===== config.mk =====
export PLATFORM = sky130hd
export DESIGN_NAME = fprg_guard
export DESIGN_NICKNAME = d
export VERILOG_FILES = /design/src/rtl/fprg_pkg.sv /design/src/rtl/fprg_lock.sv /design/src/rtl/fprg_slot.sv /design/src/rtl/fprg_verdict.sv /design/src/rtl/fprg_guard.sv
export SDC_FILE = /design/constraint.sdc
export NUM_CORES = 1
export LEC_CHECK = 0
export BUFFER_PORTS_ARGS = -buffer_cell sky130_fd_sc_hd__buf_4
export CAP_MARGIN = 20
export CORE_ASPECT_RATIO = 0.75
export CORE_UTILIZATION = 50
export DETAILED_ROUTE_END_ITERATION = 6
export HOLD_SLACK_MARGIN = 0.03
export PLACE_DENSITY = 0.69
export SYNTH_ARGS = -nofsm -noshare
export SYNTH_HDL_FRONTEND = slang
export SYNTH_SLANG_ARGS = --single-unit
export TNS_END_PERCENT = 30

===== constraint.sdc =====
create_clock -name clk -period 3.4 [get_ports clk]
set_input_delay 0 -clock clk [delete_from_list [all_inputs] [get_ports clk]]
set_output_delay 0 -clock clk [all_outputs]
set_load 0.02 [all_outputs]

===== src/rtl/fprg_pkg.sv =====
`timescale 1ns/1ps
// fprg_pkg: shared types and helpers for the flash protected-range checker.
// Assumes the access-type code of the request port is two bits wide.
package fprg_pkg;

    // Access type carried on the request and forwarded with a grant.
    typedef enum logic [1:0] {
        ACC_READ  = 2'b00,
        ACC_RSVD  = 2'b01,
        ACC_WRITE = 2'b10,
        ACC_ERASE = 2'b11
    } acc_kind_e;

    // True for the access types that change flash contents.
    function automatic logic acc_modifies(input logic [1:0] kind);
        return kind[1];
    endfunction

endpackage


===== src/rtl/fprg_lock.sv =====
`timescale 1ns/1ps
// fprg_lock: sticky configuration lock.
// Holds a flag that sets on the first edge with lock_i high and clears only
// on reset. Gates the configuration write strobe so that a write arriving
// together with the first lock pulse is already refused.
module fprg_lock (
    input  logic clk,
    input  logic rst_n,
    input  logic lock_i,
    input  logic cfg_we_i,
    output logic lock_q,
    output logic wr_ok
);

    // Sets on lock_i, held until reset.
    always_ff @(posedge clk) begin
        if (!rst_n) begin
            lock_q <= 1'b0;
        end else if (lock_i) begin
            lock_q <= 1'b1;
        end
    end

    // Writes pass only while neither the stored nor the incoming lock is set.
    always_comb begin
        wr_ok = cfg_we_i && !lock_i && !lock_q;
    end

endmodule


===== src/rtl/fprg_slot.sv =====
`timescale 1ns/1ps
// fprg_slot: one protected-range word and its address comparison.
// Stores the word for index SLOT_ID and reports, combinationally, whether
// the request page lies inside the window with the read or write enable set.
// Assumes the word layout: start page in the low field, read enable above
// it, end page in the next field, write enable at the top bit.
module fprg_slot #(
    parameter int FIELD_W = 15,
    parameter int IDX_W   = 3,
    parameter int SLOT_ID = 0,
    localparam int WORD_W = 2 * FIELD_W + 2
) (
    input  logic               clk,
    input  logic               rst_n,
    input  logic               wr_en,
    input  logic [IDX_W-1:0]   wr_idx,
    input  logic [WORD_W-1:0]  wr_data,
    input  logic [FIELD_W-1:0] req_page,
    output logic [WORD_W-1:0]  word_q,
    output logic               hit_rd,
    output logic               hit_wr
);

    localparam int RPE_BIT = FIELD_W;
    localparam int LIM_LO  = FIELD_W + 1;
    localparam int WPE_BIT = WORD_W - 1;

    logic [FIELD_W-1:0] start_pg;
    logic [FIELD_W-1:0] end_pg;
    logic               in_win;

    // Loads the word when the gated strobe addresses this slot.
    always_ff @(posedge clk) begin
        if (!rst_n) begin
            word_q <= '0;
        end else if (wr_en && (wr_idx == IDX_W'(SLOT_ID))) begin
            word_q <= wr_data;
        end
    end

    // Splits the word into its page bounds.
    always_comb begin
        start_pg = word_q[FIELD_W-1:0];
        end_pg   = word_q[LIM_LO +: FIELD_W];
    end

    // Inclusive window test; an inverted window matches nothing.
    always_comb begin
        in_win = (req_page >= start_pg) && (req_page <= end_pg);
        hit_rd = in_win && word_q[RPE_BIT];
        hit_wr = in_win && word_q[WPE_BIT];
    end

endmodule


===== src/rtl/fprg_verdict.sv =====
`timescale 1ns/1ps
// fprg_verdict: turns the per-range hits into a registered grant or refusal.
// Picks the write hits for modifying accesses and the read hits otherwise,
// then registers a one-cycle start strobe with the forwarded request fields,
// or a one-cycle access-error pulse.
module fprg_verdict
    import fprg_pkg::*;
#(
    parameter int NUM_RANGES = 5,
    parameter int ADDR_W     = 27,
    parameter int LEN_W      = 6
) (
    input  logic                  clk,
    input  logic                  rst_n,
    input  logic                  req_valid,
    input  logic [1:0]            req_kind,
    input  logic [ADDR_W-1:0]     req_addr,
    input  logic [LEN_W-1:0]      req_len,
    input  logic [NUM_RANGES-1:0] hit_rd_vec,
    input  logic [NUM_RANGES-1:0] hit_wr_vec,
    output logic                  go_q,
    output logic                  err_q,
    output logic [1:0]            kind_q,
    output logic [ADDR_W-1:0]     addr_q,
    output logic [LEN_W-1:0]      len_q
);

    logic blocked;

    // Selects the hit vector that matters for this access type.
    always_comb begin
        if (acc_modifies(req_kind)) begin
            blocked = |hit_wr_vec;
        end else begin
            blocked = |hit_rd_vec;
        end
    end

    // Registers the outcome strobes; both last one cycle.
    always_ff @(posedge clk) begin
        if (!rst_n) begin
            go_q  <= 1'b0;
            err_q <= 1'b0;
        end else begin
            go_q  <= req_valid && !blocked;
            err_q <= req_valid && blocked;
        end
    end

    // Captures the forwarded fields of a granted request.
    always_ff @(posedge clk) begin
        if (!rst_n) begin
            kind_q <= ACC_READ;
            addr_q <= '0;
            len_q  <= '0;
        end else if (req_valid && !blocked) begin
            kind_q <= req_kind;
            addr_q <= req_addr;
            len_q  <= req_len;
        end
    end

endmodule


===== src/rtl/fprg_guard.sv =====
`timescale 1ns/1ps
// fprg_guard: flash protected-range checker, top level.
// Holds NUM_RANGES range words behind a lockable write port and judges each
// request against all of them in parallel. Only the starting address of a
// request is compared. Assumes page-granular windows of 2**PAGE_W bytes.
module fprg_guard #(
    parameter int NUM_RANGES = 5,
    parameter int FIELD_W    = 15,
    parameter int PAGE_W     = 12,
    parameter int LEN_W      = 6,
    localparam int ADDR_W    = FIELD_W + PAGE_W,
    localparam int WORD_W    = 2 * FIELD_W + 2,
    localparam int IDX_W     = (NUM_RANGES > 1) ? $clog2(NUM_RANGES) : 1
) (
    input  logic              clk,
    input  logic              rst_n,
    input  logic              cfg_we_i,
    input  logic [IDX_W-1:0]  cfg_idx_i,
    input  logic [WORD_W-1:0] cfg_wdata_i,
    input  logic              lock_i,
    input  logic              req_valid_i,
    input  logic [1:0]        req_kind_i,
    input  logic [ADDR_W-1:0] req_addr_i,
    input  logic [LEN_W-1:0]  req_len_i,
    output logic              cyc_go_o,
    output logic [1:0]        cyc_kind_o,
    output logic [ADDR_W-1:0] cyc_addr_o,
    output logic [LEN_W-1:0]  cyc_len_o,
    output logic              acc_err_o
);

    logic                         lock_q;
    logic                         wr_ok;
    logic [FIELD_W-1:0]           req_page;
    logic [NUM_RANGES-1:0]        hit_rd_vec;
    logic [NUM_RANGES-1:0]        hit_wr_vec;
    logic [NUM_RANGES*WORD_W-1:0] rng_flat;

    // Page number of the starting address, the only part compared.
    always_comb begin
        req_page = req_addr_i[ADDR_W-1:PAGE_W];
    end

    fprg_lock u_lock (
        .clk      (clk),
        .rst_n    (rst_n),
        .lock_i   (lock_i),
        .cfg_we_i (cfg_we_i),
        .lock_q   (lock_q),
        .wr_ok    (wr_ok)
    );

    for (genvar g = 0; g < NUM_RANGES; g++) begin : g_slot
        fprg_slot #(
            .FIELD_W (FIELD_W),
            .IDX_W   (IDX_W),
            .SLOT_ID (g)
        ) u_slot (
            .clk      (clk),
            .rst_n    (rst_n),
            .wr_en    (wr_ok),
            .wr_idx   (cfg_idx_i),
            .wr_data  (cfg_wdata_i),
            .req_page (req_page),
            .word_q   (rng_flat[g*WORD_W +: WORD_W]),
            .hit_rd   (hit_rd_vec[g]),
            .hit_wr   (hit_wr_vec[g])
        );
    end

    fprg_verdict #(
        .NUM_RANGES (NUM_RANGES),
        .ADDR_W     (ADDR_W),
        .LEN_W      (LEN_W)
    ) u_verdict (
        .clk        (clk),
        .rst_n      (rst_n),
        .req_valid  (req_valid_i),
        .req_kind   (req_kind_i),
        .req_addr   (req_addr_i),
        .req_len    (req_len_i),
        .hit_rd_vec (hit_rd_vec),
        .hit_wr_vec (hit_wr_vec),
        .go_q       (cyc_go_o),
        .err_q      (acc_err_o),
        .kind_q     (cyc_kind_o),
        .addr_q     (cyc_addr_o),
        .len_q      (cyc_len_o)
    );

endmodule


==> metrics, run 1 <==
Critical R2R Launch=g_slot[2].u_slot.word_q[29]; Hold Crit Class=primary input to flop; Yosys top cell by area=dfxtp_1; CP max-delay cell=dlygate4sd3_1; Pre-antenna DRT Iters=5; CTS tree=built; final slew viol count=0; Layout Skew=0.0138 ns; die area=0.0229 mm²; CP Max Fanout=27; status=finished clean; Fmax=0.323 GHz; cell area after synthesis=0.0111 mm²; peak supply drop=0.000323 V; via count=9,715; Arrival @ worst endpoint=3.47 ns; Routed Antenna Nets=0; Final Hold Viols=0; Total Routed Length=30,800 µm; critical path depth in cells=14; drc violations=0; Root Buffer=clkbuf_16; Initial DRC Count=653; Final min period=3.10 ns; Max-slew headroom=43.1%; worst setup margin=0.305 ns; pre-CTS setup slack=0.430 ns; FF-to-FF path depth=12; Top Family by Delay on Critical Path=buffers and inverters; YS warnings=0; Main synth FF type=dfxtp_1; share of the synthesized area in the top cell type=35.6%; Slew @ Worst Pin=0.853 ns; final core utilization=62.7%; CP max stage delay=0.54 ns; CP startpoint kind=primary input; most numerous cell on the critical path=o211ai_1; Clock Tree Buf Depth=2; ratio of cells with drive above 1 in the final layout=10.6%; post-synthesis async set-or-reset flop share=0%; final net count=1,782; Antenna diodes=0; gr usage total=27.5%; Data required, critical path=3.78 ns; Max Cap Viol=0; CTS sink count=198; EDFF count, synth=0; Setup CP Type=primary input to flop; final setup violation count=0; Area Growth Syn to Fin=20.8%; clk_lat worst skew=0.45 ns; Max H-tree Level=4; drt wl/cell=16.6 µm; Rows=46; post-synthesis sequential area ratio=35.6%; reg2reg end=u_verdict.addr_q[2]; CP cell instances=dlygate4sd3_1 -> buf_4 -> inv_1 -> ha_1 -> nand2b_1 -> a211o_1 -> a221oi_1 -> o211ai_1 -> o211ai_1 -> nand3b_1 -> nor2_1 -> o21a_2 -> buf_12 -> mux2i_1; top post-synthesis cells by area=dfxtp_1, ha_1, nand2_1; CTS clk-pin slew, worst paths=0.08 ns; fin crit share=91.0%; unique cell type count in the Yosys netlist=40; cell with the most instances after synthesis=nand2_1; PwrDens=385 mW/mm²; vias in the first global route=9,315; WP buf/inv=4; Net Count, Synth=1,633; pin count of the biggest net entering global routing=130; Port Buffers=111; Initial Util=51.9%; flop-to-flop setup slack=0.52 ns; syn avg cell area=7.92 µm²; GPL Wtd Cong=0.868; detailed-placement wirelength estimate=20,500 µm; I/O pin count=112; Total Neg Setup Slack=0 ns; first-pass GRT wire length=49,600 µm; Core Box Area=0.0215 mm²; LEAKAGE=0.00510 µW; Synth top cells by count=nand2_1, dfxtp_1, a21boi_0; CP Capture Type=flop; Num CTS Buffers=17; Syn Inst Count=1,408; Die Span Y=131 µm; GR Overflow Total=0; Setup Buffers After CTS=0; initial antenna violation count=0; worst setup path start=req_addr_i[12]; via/cell ratio=5.23; Horiz. Die Dim=174 µm; #FFs+latches synth=198; RSZ-0062 raised after global routing=no; crit path to=u_verdict.addr_q[2]
## metrics by stage
step | power [µW] | hold slack (ns) | area [µm²] | instances
3_5_place_dp | 3100 | 0.270 | 12200 | 1757
3_3_place_gp | 3090 | 0.261 | 12200 | 1757
5_1_grt | 5400 | 0.0726 | 13500 | 1858
4_1_cts | 5210 | 0.0324 | 13500 | 1858
2_1_floorplan | 2810 | 0.118 | 11100 | 1408
6_report | 5190 | 0.0476 | 13500 | 1858
## per-layer routing
layer	vias to the layer above	GRT usage [%]	wire, µm	part of all wire [%]
li1	4934	-	-	-
met2	245	43.0	13500	44
met5	-	0	0	0
met3	44	4.43	1670	5.4
met4	0	8.82	667	2.2
met1	4492	38.4	15000	49
## state kept, by name, summed over array words and instances, names as in the netlist
signal / flops
u_verdict.kind_q: 2
u_verdict.len_q: 6
g_slot.u_slot.word_q: 160
u_verdict.err_q: 1
u_verdict.addr_q: 27
u_verdict.go_q: 1
u_lock.lock_q: 1
## worst min path at each step
| stage | start | cells after the start | slack (ns) | endpoint |
|---|---|---|---|---|
| final | cfg_idx_i[0] | 4 | 0.05 | g_slot[2].u_slot.word_q[2] |
| after global routing | cfg_idx_i[0] | 4 | 0.07 | g_slot[2].u_slot.word_q[6] |
| after CTS | cfg_idx_i[0] | 4 | 0.03 | g_slot[2].u_slot.word_q[9] |
| after detailed placement | req_addr_i[0] | 3 | 0.27 | u_verdict.addr_q[0] |
| after global placement | lock_i | 3 | 0.26 | u_lock.lock_q |
| after floorplan | req_valid_i | 2 | 0.12 | u_verdict.err_q |
## worst reg2reg max path, delay by kind of cell (launching register included)
family | cells | cell delay, ns
buffers and inverters | 2 | 0.32
AO/OA/AOI/OAI | 4 | 0.89
adder cells (fa/ha/maj) | 1 | 0.28
multiplexers | 1 | 0.23
AND/OR/NAND/NOR | 4 | 0.75
flip-flops | 1 | 0.34
## timing repair
action | in CTS | in global routing
hold buffers | 69 | 0
resized for setup | 0 | 0
hold endpoints to repair | 197 | 0
## where the power goes
part | switching, µW | internal (µW)
clock | 1020 | 1050
combinational | 406 | 327
sequential | 24.4 | 2360
total | 1450 | 3740
## cells in the final DEF (no fill, tap or decap), types with 6 or more instances in the layout
master	n
clkbuf_16	17
o21ai_0	27
a21boi_0	160
inv_1	147
nor3_1	7
o211ai_1	11
and3_1	6
mux2i_1	35
dlygate4sd3_1	69
nor2b_1	8
buf_4	121
nand3_1	18
nor2_1	28
dfxtp_1	198
a21o_1	11
a21oi_1	55
a211oi_1	6
nand2_1	428
ha_1	150
nand4_1	14
## layout make-up
cell class                 count  area [µm²]
fill                        1849        8000
multi-input combinational   1000        6350
sequential                   198        3960
timing repair buffer         193        1650
inverter                     147         552
clock buffer                  17         425
tap                          288         360
clock inverter                15         161
## kinds of logic after synthesis
logic type | count (synthesis) | share of synthesized area, %
compound gates | 290 | 17.8
fa+ha+maj | 150 | 16.8
simple gates | 525 | 19.1
buf+inv | 210 | 7.58
mux | 35 | 3.14
flops | 198 | 35.6
Note: power is estimated with default switching activity, not from simulation.
==> run 2, diff against run 1 <==
--- a/config.mk
+++ b/config.mk
@@ -10,8 +10,7 @@
 export CORE_ASPECT_RATIO = 0.75
 export CORE_UTILIZATION = 50
 export DETAILED_ROUTE_END_ITERATION = 6
-export HOLD_SLACK_MARGIN = 0.03
-export PLACE_DENSITY = 0.69
+export PLACE_DENSITY = 0.72
 export SYNTH_ARGS = -nofsm -noshare
 export SYNTH_HDL_FRONTEND = slang
 export SYNTH_SLANG_ARGS = --single-unit
==> constraint.sdc (replaced) <==
create_clock -name clk -period 2.55 [get_ports clk]
set_input_delay 0 -clock clk [delete_from_list [all_inputs] [get_ports clk]]
set_output_delay 0 -clock clk [all_outputs]
set_load 0.02 [all_outputs]
==> metrics, run 2 (synthesis gave the netlist of run 1 again) <==
clk_lat worst skew=0.44 ns (about the same); ratio of cells with drive above 1 in the final layout=15.9% (+5.3 points); Routed Antenna Nets=0 (unchanged); flop-to-flop setup slack=-0.11 ns (-0.63 ns); switching pwr=1860 µW (+28%); LEAKAGE=0.00529 µW (+3.7%); area of the multi-input gates=0.00666 mm² (+4.8%); final net count=1,805 (+1.3%); largest register by flop count=g_slot.u_slot.word_q; detailed-placement wirelength estimate=21,500 µm (+5.1%); Tot Pwr=7010 µW (+35%); Max Cap Viol=0 (unchanged); Die Span Y=131 µm (unchanged); Total Routed Length=31,800 µm (+3.3%); sequential cell area=0.00398 mm² (+0.51%); reg2reg end=u_verdict.go_q; via/cell ratio=5.37 (+2.7%); Horiz. Die Dim=174 µm (unchanged); Port Buffers=111 (unchanged); PwrDens=500 mW/mm² (+30%); Slew @ Worst Pin=0.848 ns (-0.00472 ns); Layout Skew=0.0109 ns (-0.00286 ns); Final min period=2.66 ns; Fmax=0.376 GHz; Clock Power Share=39.1% (-0.8 points); Arrival @ worst endpoint=3.00 ns (-0.47 ns); gr usage total=27.8% (+0.28 points); via count=10.1k (+3.9%); Hold Path End=u_verdict.len_q[1]; biggest regs=g_slot.u_slot.word_q: 160 flops, u_verdict.addr_q: 27 flops, u_verdict.len_q: 6 flops; Final Hold Viols=0 (unchanged); CP startpoint kind=flop; Area Growth Syn to Fin=25.9%; Antenna diodes=0 (unchanged); Total Neg Setup Slack=-2.48 ns (-2.48 ns); fill count=1,800 (-2.7%); CTS sink count=198 (unchanged); Hold Crit Class=primary input to flop; pin count of the biggest net entering global routing=92 (-29%); Max H-tree Level=4 (unchanged); Flop pwr share=45.5% (-0.5 points); most frequent cells in the layout=nand2_1, dfxtp_1, a21boi_0; Sw Share=26.5% (-1.5 points); Root Buffer=clkbuf_16; GR Overflow Total=0 (unchanged); HP Start=rst_n; GPL Wtd Cong=0.907 (+4.5%); Int Pwr=5150 µW (+38%); CTS tree=built; power share of the combinational group=15.4% (+1.3 points); Max-slew headroom=43.5% (+0.31 points); CP Max Fanout=6 (-78%); Met3 Wirelength=2050 µm (+23%); flip-flop count of the largest register after layout=160 (unchanged); top routing layer used=met4; FF-to-FF path depth=12 (unchanged); peak supply drop=0.000428 V (+33%); Setup CP Type=flop to flop; Pre-antenna DRT Iters=5 (unchanged); RSZ-0062 raised after global routing=yes; drt wl/cell=16.9 µm (+2.1%); CTS clk-pin slew, worst paths=0.07 ns (about the same); failing checks=setup timing; Hold Crit Depth=3 (-1); Routed met1 length=14,700 µm (-2.3%); status=complete, but fails checks; Initial DRC Count=824 (+26%); CP Capture Type=flop; Initial Util=51.9% (unchanged); final setup violation count=36 (+36); Clock Tree Buf Depth=2 (unchanged); I/O pin count=112 (unchanged); Num CTS Buffers=17 (unchanged); met2 WL=14,700 µm (+8.6%); worst setup margin=-0.113 ns (-0.417 ns); first-pass GRT wire length=49,800 µm (+0.53%); die area=0.0229 mm² (unchanged); drc violations=0 (unchanged); pre-CTS setup slack=-0.200 ns (-0.631 ns); vias in the first global route=9,496 (+1.9%); initial antenna violation count=0 (unchanged); final slew viol count=0 (unchanged); fin crit share=104%; most common cell after layout, fill and taps aside=nand2_1; Core Box Area=0.0215 mm² (unchanged); Rows=46 (unchanged); Data required, critical path=2.89 ns (-0.89 ns); Critical R2R Launch=g_slot[0].u_slot.word_q[28]
run 2: cell types whose count changed in the layout (fill, tap and decap cells not counted), moves of 6 or more:
cell,previous run,this run
dfxtp_2,0,16
nor3_2,0,6
dfxtp_1,198,182
inv_1,147,141
nor3_1,7,1
buf_4,121,142
o21ai_0,27,21
ha_4,0,13
ha_1,150,137
o21ai_1,2,8
inv_2,0,6
run 2: metal layers:
metal | up-vias | global-route usage (%)
li1 | 4983 | -
met5 | - | 0
met3 | 29 | 4.22
met2 | 337 | 44.4
met1 | 4748 | 38.2
met4 | 0 | 8.87
run 2: worst max-delay path by stage:
| stage | start | to | slack, ns |
|---|---|---|---|
| after floorplan | g_slot[0].u_slot.word_q[29] | u_verdict.go_q | 0.11 |
| after global placement | g_slot[3].u_slot.word_q[29] | u_verdict.len_q[5] | -0.02 |
| after detailed placement | g_slot[3].u_slot.word_q[29] | u_verdict.addr_q[13] | -0.20 |
| after CTS | g_slot[0].u_slot.word_q[29] | u_verdict.go_q | -0.07 |
| after global routing | g_slot[0].u_slot.word_q[26] | u_verdict.go_q | -0.16 |
| final | g_slot[0].u_slot.word_q[28] | u_verdict.go_q | -0.11 |
run 2: final cells by class:
class / count / share of cell area (%)
clock buffer: 21 / 3.28
clock inverter: 10 / 0.856
inverter: 147 / 3.93
multi-input combinational: 1000 / 47.5
sequential: 198 / 28.4
tap: 288 / 2.57
timing repair buffer: 216 / 13.5
run 2: repair_timing:
action                                  4_1_cts  5_1_grt
gates resized for setup                      13       60
buffers inserted                              1        3
hold endpoints to repair                    193        0
hold buffers                                 65        0
endpoints found under the setup margin       36       36
pin swaps                                     2       25
gates cloned                                  0        4
run 2: through the flow:
| stage | std cells | hold WS, ns | utilization (%) | instance area (µm²) |
|---|---|---|---|---|
| detailed placement | 1776 | 0.266 | 57.5 | 12300 |
| CTS | 1873 | 0.0410 | 63.6 | 13600 |
| global route | 1880 | 0.0745 | 65.3 | 14000 |
| finish | 1880 | 0.0417 | 65.3 | 14000 |
| floorplan | 1408 | 0.118 | - | 11100 |
| global placement | 1776 | 0.255 | 57.5 | 12300 |
run 2: worst max-delay path, stage by stage, from the launching register on:
cell	delay, ns
dfxtp_2	0.36
inv_2	0.06
ha_4	0.25
and3_4	0.18
nand4_1	0.10
or4_4	0.57
o31ai_4	0.09
nand3_1	0.12
o211ai_1	0.12
nor2_2	0.08
o21a_4	0.29
clkbuf_16	0.19
and2_4	0.15
run 2: power groups by stage:
| stage | clock network (µW) | logic (µW) | registers [µW] |
|---|---|---|---|
| finish | 2740 | 1080 | 3190 |
| global route | 2890 | 1180 | 3190 |
| CTS | 2770 | 1000 | 3190 |
| detailed placement | 0 | 911 | 3260 |
| global placement | 0 | 886 | 3260 |
| floorplan | 0 | 454 | 3300 |
